--- src/rtl/flash_status_pkg.sv ---
package flash_status_pkg;
   typedef enum logic {
      OPK_PROG  = 1'b0,
      OPK_ERASE = 1'b1
   } op_kind_e;

   localparam int SB_POLL  = 7;
   localparam int SB_TGL   = 6;
   localparam int SB_ERR   = 5;
   localparam int SB_WIN   = 3;
   localparam int SB_ESTGL = 2;
   localparam int SB_BYTE  = 8;
endpackage

--- src/rtl/fs_read_edge.sv ---
module fs_read_edge #(
   parameter bit FALL_EDGE = 1'b1
) (
   input  logic clk,
   input  logic rst_n,
   input  logic rd_i,
   input  logic hit_i,
   output logic step_o
);
   logic qual;
   logic qual_q;

   assign qual = rd_i & hit_i;

   always_ff @(posedge clk or negedge rst_n) begin
      if (!rst_n) qual_q <= 1'b0;
      else        qual_q <= qual;
   end

   generate
      if (FALL_EDGE) begin : g_fall
         assign step_o = qual_q & ~qual;
      end else begin : g_rise
         assign step_o = ~qual_q & qual;
      end
   endgenerate
endmodule

--- src/rtl/fs_toggle.sv ---
module fs_toggle (
   input  logic clk,
   input  logic rst_n,
   input  logic clr_i,
   input  logic step_i,
   input  logic en_i,
   output logic q_o
);
   always_ff @(posedge clk or negedge rst_n) begin
      if (!rst_n)              q_o <= 1'b0;
      else if (clr_i)          q_o <= 1'b0;
      else if (step_i && en_i) q_o <= ~q_o;
   end


   tgl_clear_chk: assert property (@(posedge clk) disable iff (!rst_n)
      clr_i |=> !q_o);

   tgl_hold_chk: assert property (@(posedge clk) disable iff (!rst_n)
      (!clr_i && !(step_i && en_i)) |=> $stable(q_o));
endmodule

--- src/rtl/fs_burst.sv ---
module fs_burst #(
   parameter int CYCLES = 50
) (
   input  logic clk,
   input  logic rst_n,
   input  logic start_i,
   output logic active_o
);
   localparam int CW = $clog2(CYCLES + 1);
   localparam logic [CW-1:0] LOADV = CW'(CYCLES);

   generate
      if (CYCLES < 1) begin : g_bad
         $error("fs_burst: CYCLES must be at least 1");
      end
   endgenerate

   logic [CW-1:0] cnt;

   always_ff @(posedge clk or negedge rst_n) begin
      if (!rst_n)                    cnt <= '0;
      else if (cnt != '0)            cnt <= cnt - 1'b1;
      else if (start_i)              cnt <= LOADV;
   end

   assign active_o = (cnt != '0);


   burst_count_chk: assert property (@(posedge clk) disable iff (!rst_n)
      (cnt != '0) |=> (cnt == $past(cnt) - 1'b1));

   burst_limit_chk: assert property (@(posedge clk) disable iff (!rst_n)
      cnt <= LOADV);
endmodule

--- src/rtl/flash_status_gen.sv ---
module flash_status_gen
   import flash_status_pkg::*;
#(
   parameter int DATA_W      = 16,
   parameter int PROT_CYCLES = 50,
   parameter bit FALL_EDGE   = 1'b1
) (
   input  logic              clk,
   input  logic              rst_n,
   input  logic              busy_i,
   input  logic              op_kind_i,
   input  logic              prog_d7_i,
   input  logic              prot_hit_i,
   input  logic              timeout_i,
   input  logic              clr_err_i,
   input  logic              win_open_i,
   input  logic              susp_i,
   input  logic              sel_sector_i,
   input  logic              op_start_i,
   input  logic              rd_i,
   input  logic              bank_hit_i,
   input  logic [DATA_W-1:0] array_i,
   output logic [DATA_W-1:0] dout_o,
   output logic              rdy_o
);
   localparam int NTGL = 2;

   generate
      if (DATA_W < SB_BYTE) begin : g_bad_w
         $error("flash_status_gen: DATA_W must be at least 8");
      end
   endgenerate

   logic            step;
   logic            burst;
   logic            err_q;
   logic            is_erase;
   logic [NTGL-1:0] tgl_en;
   logic [NTGL-1:0] tgl_q;
   logic            show_stat;
   logic [DATA_W-1:0] stat_w;

   assign is_erase = (op_kind_e'(op_kind_i) == OPK_ERASE);

   fs_read_edge #(.FALL_EDGE(FALL_EDGE)) u_edge (
      .clk(clk), .rst_n(rst_n), .rd_i(rd_i), .hit_i(bank_hit_i), .step_o(step)
   );

   fs_burst #(.CYCLES(PROT_CYCLES)) u_burst (
      .clk(clk), .rst_n(rst_n), .start_i(prot_hit_i & ~busy_i), .active_o(burst)
   );

   assign tgl_en[0] = busy_i | burst;
   assign tgl_en[1] = sel_sector_i & (susp_i | (busy_i & is_erase));

   generate
      for (genvar g = 0; g < NTGL; g++) begin : g_tgl
         fs_toggle u_tgl (
            .clk(clk), .rst_n(rst_n), .clr_i(op_start_i),
            .step_i(step), .en_i(tgl_en[g]), .q_o(tgl_q[g])
         );
      end
   endgenerate

   always_ff @(posedge clk or negedge rst_n) begin
      if (!rst_n)                  err_q <= 1'b0;
      else if (clr_err_i)          err_q <= 1'b0;
      else if (timeout_i && busy_i) err_q <= 1'b1;
   end

   always_comb begin
      stat_w = '0;
      if (busy_i)     stat_w[SB_POLL] = is_erase ? 1'b0 : ~prog_d7_i;
      else if (burst) stat_w[SB_POLL] = ~prog_d7_i;
      else            stat_w[SB_POLL] = 1'b1;
      stat_w[SB_TGL]   = tgl_q[0];
      stat_w[SB_ERR]   = err_q;
      stat_w[SB_WIN]   = busy_i & is_erase & ~win_open_i;
      stat_w[SB_ESTGL] = tgl_q[1];
   end

   assign show_stat = bank_hit_i & (busy_i | burst | (susp_i & sel_sector_i));
   assign dout_o    = show_stat ? stat_w : array_i;
   assign rdy_o     = ~(busy_i | burst);


   err_sticky_chk: assert property (@(posedge clk) disable iff (!rst_n)
      (err_q && !clr_err_i) |=> err_q);

   busy_rdy_chk: assert property (@(posedge clk) disable iff (!rst_n)
      busy_i |-> !rdy_o);

   miss_pass_chk: assert property (@(posedge clk) disable iff (!rst_n)
      !bank_hit_i |-> (dout_o == array_i));
endmodule

--- config.mk ---
export PLATFORM = sky130hd
export DESIGN_NAME = flash_status_gen
export DESIGN_NICKNAME = d
export VERILOG_FILES = /design/src/rtl/flash_status_pkg.sv /design/src/rtl/fs_read_edge.sv /design/src/rtl/fs_toggle.sv /design/src/rtl/fs_burst.sv /design/src/rtl/flash_status_gen.sv
export SDC_FILE = /design/constraint.sdc
export NUM_CORES = 1
export LEC_CHECK = 0
export BUFFER_PORTS_ARGS = -buffer_cell sky130_fd_sc_hd__buf_2
export CAP_MARGIN = 20
export CORE_UTILIZATION = 40
export CTS_BUF_LIST = sky130_fd_sc_hd__clkbuf_16
export DETAILED_ROUTE_END_ITERATION = 6
export GPL_TIMING_DRIVEN = 1
export PLACE_DENSITY = 0.77
export RECOVER_POWER = 100
export SLEW_MARGIN = 15
export SYNTH_ARGS = -nofsm -noshare
export SYNTH_HDL_FRONTEND = slang
export SYNTH_SLANG_ARGS = --single-unit
--- constraint.sdc ---
create_clock -name clk -period 2 [get_ports clk]
set_clock_uncertainty 0.1 [all_clocks]
set_input_delay 0.1 -clock clk [delete_from_list [all_inputs] [get_ports clk]]
set_output_delay 0.1 -clock clk [all_outputs]
set_load 0.03 [all_outputs]
==> results of run 1 <==
==> through the flow <==
stage               worst slack (ps)  instance area (sq um)
global placement              -54.25                   1051
CTS                           -263.2                   1360
global route                  -350.7                   1385
finish                        -297.0                   1385
floorplan                      12.09                  740.7
detailed placement            -107.9                   1051
==> sequential cells by signal, indices dropped and copies added (netlist names) <==
name and flops:
err_q 1, u_burst.cnt 6, g_tgl.u_tgl.q_o 2, u_edge.qual_q 1
==> path summary, 6_finish.rpt <==
kind,startpoint,end
hold / removal,timeout_i,err_q
hold reg to reg,err_q,err_q
setup / recovery,u_burst.cnt[1],dout_o[5]
min in group asynchronous,rst_n,u_burst.cnt[1]
max in group asynchronous,rst_n,g_tgl[1].u_tgl.q_o
setup reg to reg,u_burst.cnt[1],u_burst.cnt[1]
==> cell usage in the layout (no fill, tap or decap), drive strengths merged, types with 2 or more instances in the layout <==
| cell | netlist | layout |
|---|---|---|
| buf | 1 | 63 |
| nor2b | 4 | 4 |
| nor2 | 8 | 8 |
| inv | 6 | 6 |
| a21oi | 2 | 2 |
| mux2 | 6 | 6 |
| and2 | 12 | 12 |
| clkbuf | 1 | 4 |
| o21ai | 2 | 2 |
| ha | 2 | 2 |
| dlygate4sd3 | 0 | 2 |
| a21o | 2 | 2 |
| nand2 | 2 | 2 |
| a211oi | 2 | 2 |
| dfrtp | 10 | 10 |
| nor3 | 2 | 2 |
==> worst register-to-register path, stage by stage (launching register included) <==
cell and delay, ps:
dfrtp_1 390, inv_2 90, ha_4 140, or4b_4 490, buf_4 180, nor3_4 260
mux2i_1 230
==> cells by family after synthesis <==
| logic type | Yosys count | synth area share |
|---|---|---|
| compound gates | 12 | 0.1301 |
| xor+xnor | 2 | 0.02461 |
| fa+ha+maj | 2 | 0.03514 |
| buf+inv | 8 | 0.05272 |
| flops | 10 | 0.3515 |
| mux | 7 | 0.1090 |
| simple gates | 35 | 0.2970 |
==> power breakdown <==
group	total, W	switching [W]	internal, W
Combinational	0.000736	0.000359	0.000376
Sequential	0.000321	0.0000464	0.000275
Clock	0.000359	0.0000964	0.000262
==> area by class of cell <==
class | count | area share
Timing Repair Buffer | 66 | 0.3650
Tap cell | 16 | 0.01445
Inverter | 6 | 0.01626
Clock buffer | 3 | 0.05420
Multi-Input combinational cell | 58 | 0.3668
Clock inverter | 1 | 0.002710
Sequential cell | 10 | 0.1807
==> per-layer routing <==
layer,GRT usage,vias up,share of wire
li1,-,397,-
met1,0.3139,410,0.36
met2,0.5500,44,0.54
met3,0.1265,6,0.081
met4,0.09091,0,0.011
met5,0,-,0
==> timing repair <==
action                                 in CTS  in global routing
gates cloned                                1                  0
pin swaps                                   8                  2
hold buffers                                2                  0
resized for setup                          54                  4
endpoints found under the hold margin      11                  0
buffers inserted                            5                  3
setup endpoints to repair                  19                 19
==> metrics.yaml, run 1 <==
final_layout:
  syn_to_final_growth_pct: 94.55
  antenna_cells: 0
  final_util: 0.8786
  drive_gt1_frac: 0.6250
  multi_input_area_sq_um: 508.0
  fin_cells: 160
  fin_nets: 177
  regArea_sq_um: 250.2
  nFillCells: 70
clocking:
  clkSinkCount: 10
  clk_path_buf_depth: 2
  cts_tree: "built"
  htreeDepth: 1
  cts_made_buffers: 3
  clock_latency_ps: 240
  path_clk_slew_ps: 40
  clockRootBuffer: "clkbuf_16"
placement:
  hpwlAfterDp_um: 1524
  routabilityCongestion: 0.8677
  place_inst: 146
  io_buffers: 46
grt:
  antenna_found_initial: 0
  grt_pass1_wl_um: 4119
  grt_max_degree: 11
  grt_usage: 0.3025
  overflow: 0
  grt_pass1_vias: 908
worst_setup_path:
  cp_data_required_time_ps: 1800
  cp_max_fo: 3
  worstSetupPathType: "flop to output pin"
  critPathMostFrequentCell: "buf_6"
  rrSetupSlack_ps: 50
  worstSetupStartpointType: "flop"
  cp_num_cells: 7
  cp_top_family: "simple AND/OR/NAND/NOR gates"
  worstRegToRegCells: 6
  slowest_stage: "or4b_4"
  crit_buf_inv: 3
  cp_cell_sequence: "inv_2 -> ha_4 -> or4b_4 -> o21ai_4 -> buf_6 -> mux2_4 -> buf_6"
  cp.arrival_ps: 2100
  worstSetupEndpointType: "output pin"
  cp_slowest_stage_delay_ps: 490
yosys:
  netlist_instances: 76
  synth.area.top_cells: "dfrtp_1, and2_1, mux2_2"
  synth_nets: 108
  ys.flop_type: "dfrtp_1"
  avgSynthCellArea_sq_um: 9.368
  synth_cell_types: 31
  syn_area_sq_um: 711.9
  ys_seq_area_frac: 0.3515
  synth_area_leader_cell: "dfrtp_1"
  yosysWarnings: 0
  synth_async_sr_flop_share: 1.000
  ys_ff_latch: 10
  synth_top_cell_area_share: 0.3515
  yosysMostFrequentCell: "and2_1"
  synth_common_cells: "and2_1, dfrtp_1, nor2_1, inv_1, mux2_2"
  synth_edf_count: 0
drt:
  ant_nets: 0
  finalWirelength_um: 2616
  first_iter_violations: 21
  avgViaCountPerCell: 5.356
  dr_total_vias: 857
  drc_errors: 2
  post_drt_wl_per_cell_um: 16.35
  firstDrtPassIters: 7
floorplanning:
  die_area_sq_um: 1953
  die_x_um: 44.19
  start_util: 0.4516
  coreArea_sq_um: 1577
  rows: 14
  die_y_um: 44.19
  ios: 47
hold_path:
  min_path_cells: 3
  hold_class: "input pin to flop"
sta:
  finalCritPeriodShare: 1.148
  slew_headroom: 0.6121
  finalSetupViolations: 17
  fin_crit_ps: 2297
  tightest_slew_ps: 581.9
  rsz0062_at_grt: "true"
  slew_viol_final: 0
  final.setup.worst_slack_ps: -297.0
  fmax_mhz: 435.4
  fin_hold_ws_ps: 29.16
  hold_violations: 0
  fin_tns_setup_ps: -4063
flow_run:
  drv_cap: 0
power:
  p_total_w: 0.001416
  leakagePower_nw: 0.7126
  ir_drop_mv: 1.291
  power_density_nw_per_um2: 1022
status:
  outcome: "finished, violations left"
  violations: "design-rule violations, negative setup slack"
Power figures use the tool's default switching activity.
==> run 2: changes to the inputs <==
--- a/config.mk
+++ b/config.mk
@@ -10,10 +10,10 @@
 export CORE_UTILIZATION = 40
 export CTS_BUF_LIST = sky130_fd_sc_hd__clkbuf_16
 export DETAILED_ROUTE_END_ITERATION = 6
-export GPL_TIMING_DRIVEN = 1
+export GPL_TIMING_DRIVEN = 0
 export PLACE_DENSITY = 0.77
 export RECOVER_POWER = 100
-export SLEW_MARGIN = 15
+export SLEW_MARGIN = 20
 export SYNTH_ARGS = -nofsm -noshare
 export SYNTH_HDL_FRONTEND = slang
 export SYNTH_SLANG_ARGS = --single-unit
==> run 2 against run 1 <==
Combinational power down 9.1%. Die area unchanged. Critical path type unchanged. Routed wire length grew 8.4%. Clock power up 4%. Core utilization decreased by 2.7 points. The run ends with negative setup slack left. Worst setup slack worse by 15 ps. Global-route usage is 3.0 points lower. Clock-buffer cell count stayed put.
==> metrics.yaml, run 2 (synthesis results as in run 1) <==
status:
  outcome: "finished, violations left"
  violations: "negative setup slack"
grt:
  grt_max_degree: 11  # unchanged
  overflow: 0  # unchanged
  grt_pass1_vias: 863  # -5.0%
  antenna_found_initial: 0  # unchanged
  grt_pass1_wl_um: 3788  # -8.0%
  grt_usage: 0.2727  # -0.02982
sta:
  fin_crit_ps: 2312  # +15.41 ps
  fmax_mhz: 432.5  # -0.67%
  final.setup.worst_slack_ps: -312.4  # -15.41 ps
  fin_hold_ws_ps: 11.50  # -17.67 ps
  fin_tns_setup_ps: -4383  # -320.0 ps
  slew_viol_final: 0  # unchanged
  rsz0062_at_grt: "true"
  slew_headroom: 0.5793  # -0.03277
  finalCritPeriodShare: 1.156  # +0.007704
  finalSetupViolations: 17  # unchanged
  tightest_slew_ps: 631.0  # +49.15 ps
  hold_violations: 0  # unchanged
final_layout:
  reg.largest.list: "u_burst.cnt (6), g_tgl.u_tgl.q_o (2)"
  final_cell_mix: "buf_2, buf_6, and2_4"
  largest_reg_flops: 6  # unchanged
  drive_gt1_frac: 0.6014  # -0.02355
  layout_commonest_cell: "buf_2"
  antenna_cells: 0  # unchanged
  fin_area_sq_um: 1343  # -3.1%
  fin_nets: 171  # -3.4%
  nFillCells: 82  # +17%
  syn_to_final_growth_pct: 88.58
  top_register: "u_burst.cnt"
floorplanning:
  die_area_sq_um: 1953  # unchanged
  coreArea_sq_um: 1577  # unchanged
  die_x_um: 44.19  # unchanged
  die_y_um: 44.19  # unchanged
  ios: 47  # unchanged
  start_util: 0.4516  # unchanged
  rows: 14  # unchanged
hold_path:
  hold_class: "input pin to flop"
  worstHoldStart: "timeout_i"
  min_path_cells: 3  # unchanged
power:
  p_total_w: 0.001393  # -1.6%
  power_density_nw_per_um2: 1037  # +1.5%
  leakagePower_nw: 0.6844  # -4.0%
  ir_drop_mv: 0.8989  # -30%
flow_run:
  drv_cap: 0  # unchanged
clocking:
  clkSinkCount: 10  # unchanged
  htreeDepth: 1  # unchanged
  clockRootBuffer: "clkbuf_16"
  clk_path_buf_depth: 2  # unchanged
  clock_latency_ps: 240  # about the same
  cts_tree: "built"
  path_clk_slew_ps: 40  # about the same
  cts_made_buffers: 3  # unchanged
drt:
  first_iter_violations: 29  # +38%
  dr_total_vias: 857  # unchanged
  finalWirelength_um: 2836  # +8.4%
  drc_errors: 0  # -2
  ant_nets: 0  # unchanged
  post_drt_wl_per_cell_um: 18.42  # +13%
  firstDrtPassIters: 6  # -1
  avgViaCountPerCell: 5.565  # +3.9%
worst_setup_path:
  cp_cell_sequence: "inv_2 -> ha_4 -> or4b_4 -> o21ai_4 -> buf_6 -> mux2_4 -> buf_6"
  worstSetupPathType: "flop to output pin"
  cp_data_required_time_ps: 1800  # about the same
  cp_num_cells: 7  # unchanged
  worstRegToRegCells: 6  # unchanged
  worstSetupEndpointType: "output pin"
  crit_buf_inv: 3  # unchanged
  slowest_stage: "or4b_4"
  cp_max_fo: 3  # unchanged
  critPathMostFrequentCell: "buf_6"
  cp.arrival_ps: 2110  # about the same
  cp_slowest_stage_delay_ps: 480  # about the same
  timing.rr.start: "u_burst.cnt[1]"
  timing.critical_path.to: "dout_o[2]"
  cp_top_family: "simple AND/OR/NAND/NOR gates"
  reg2reg_to: "u_burst.cnt[1]"
  crit_start: "u_burst.cnt[1]"
  worstSetupStartpointType: "flop"
  rrSetupSlack_ps: 30  # -20 ps
placement:
  io_buffers: 46  # unchanged
  routabilityCongestion: 0.8208  # -5.4%
  hpwlAfterDp_um: 1381  # -9.4%
  post-place-ws_ps: -196.0  # -88.14 ps
  place_area_sq_um: 991.0  # -5.7%
[run 2: stage by stage]
step	utilization	std cells
6_report	0.8516	154
5_1_grt	0.8516	154
4_1_cts	0.8246	152
3_5_place_dp	0.6286	138
3_3_place_gp	0.6286	138
2_1_floorplan	-	76
[run 2: what timing repair did]
action / CTS / global route
endpoints found under the setup margin: 17 / 19
buffers inserted: 8 / 2
pin swaps: 3 / 4
hold buffers: 2 / 0
hold endpoints to repair: 11 / 0
resized for setup: 48 / 9
[run 2: area by class of cell]
cell class	instances	area (sq um)	area share
inverters	6	22.52	0.01678
multi-input cells	58	510.5	0.3802
well taps	16	20.02	0.01491
flip-flops and latches	10	250.2	0.1864
clock buffers	3	75.07	0.05592
plain buffers	2	18.77	0.01398
clock inverters	1	3.754	0.002796
repair buffers	58	441.7	0.3290
[run 2: tightest hold or removal path: cells and delay by family]
| kind | cells | cell delay [ps] |
|---|---|---|
| buffers and inverters | 1 | 80 |
| AOI/OAI and AO/OA | 1 | 50 |
| and+or+nand+nor | 1 | 80 |
[run 2: worst min path at each step]
stage | to
detailed placement | u_burst.cnt[0]
global route | err_q
finish | err_q
global placement | u_burst.cnt[0]
floorplan | err_q
CTS | err_q
[run 2: per-layer routing]
layer	wire (um)	global-route usage
met2	1583	0.5088
met4	65	0.09697
met5	0	0
met3	131	0.05714
met1	1055	0.3010
[run 2: report_power, final]
| group | switching [W] | total (W) | internal, W |
|---|---|---|---|
| Clock | 0.000108 | 0.000372 | 0.000263 |
| Combinational | 0.000332 | 0.000669 | 0.000336 |
| Sequential | 0.0000784 | 0.000353 | 0.000274 |
| Total | 0.000519 | 0.00139 | 0.000874 |
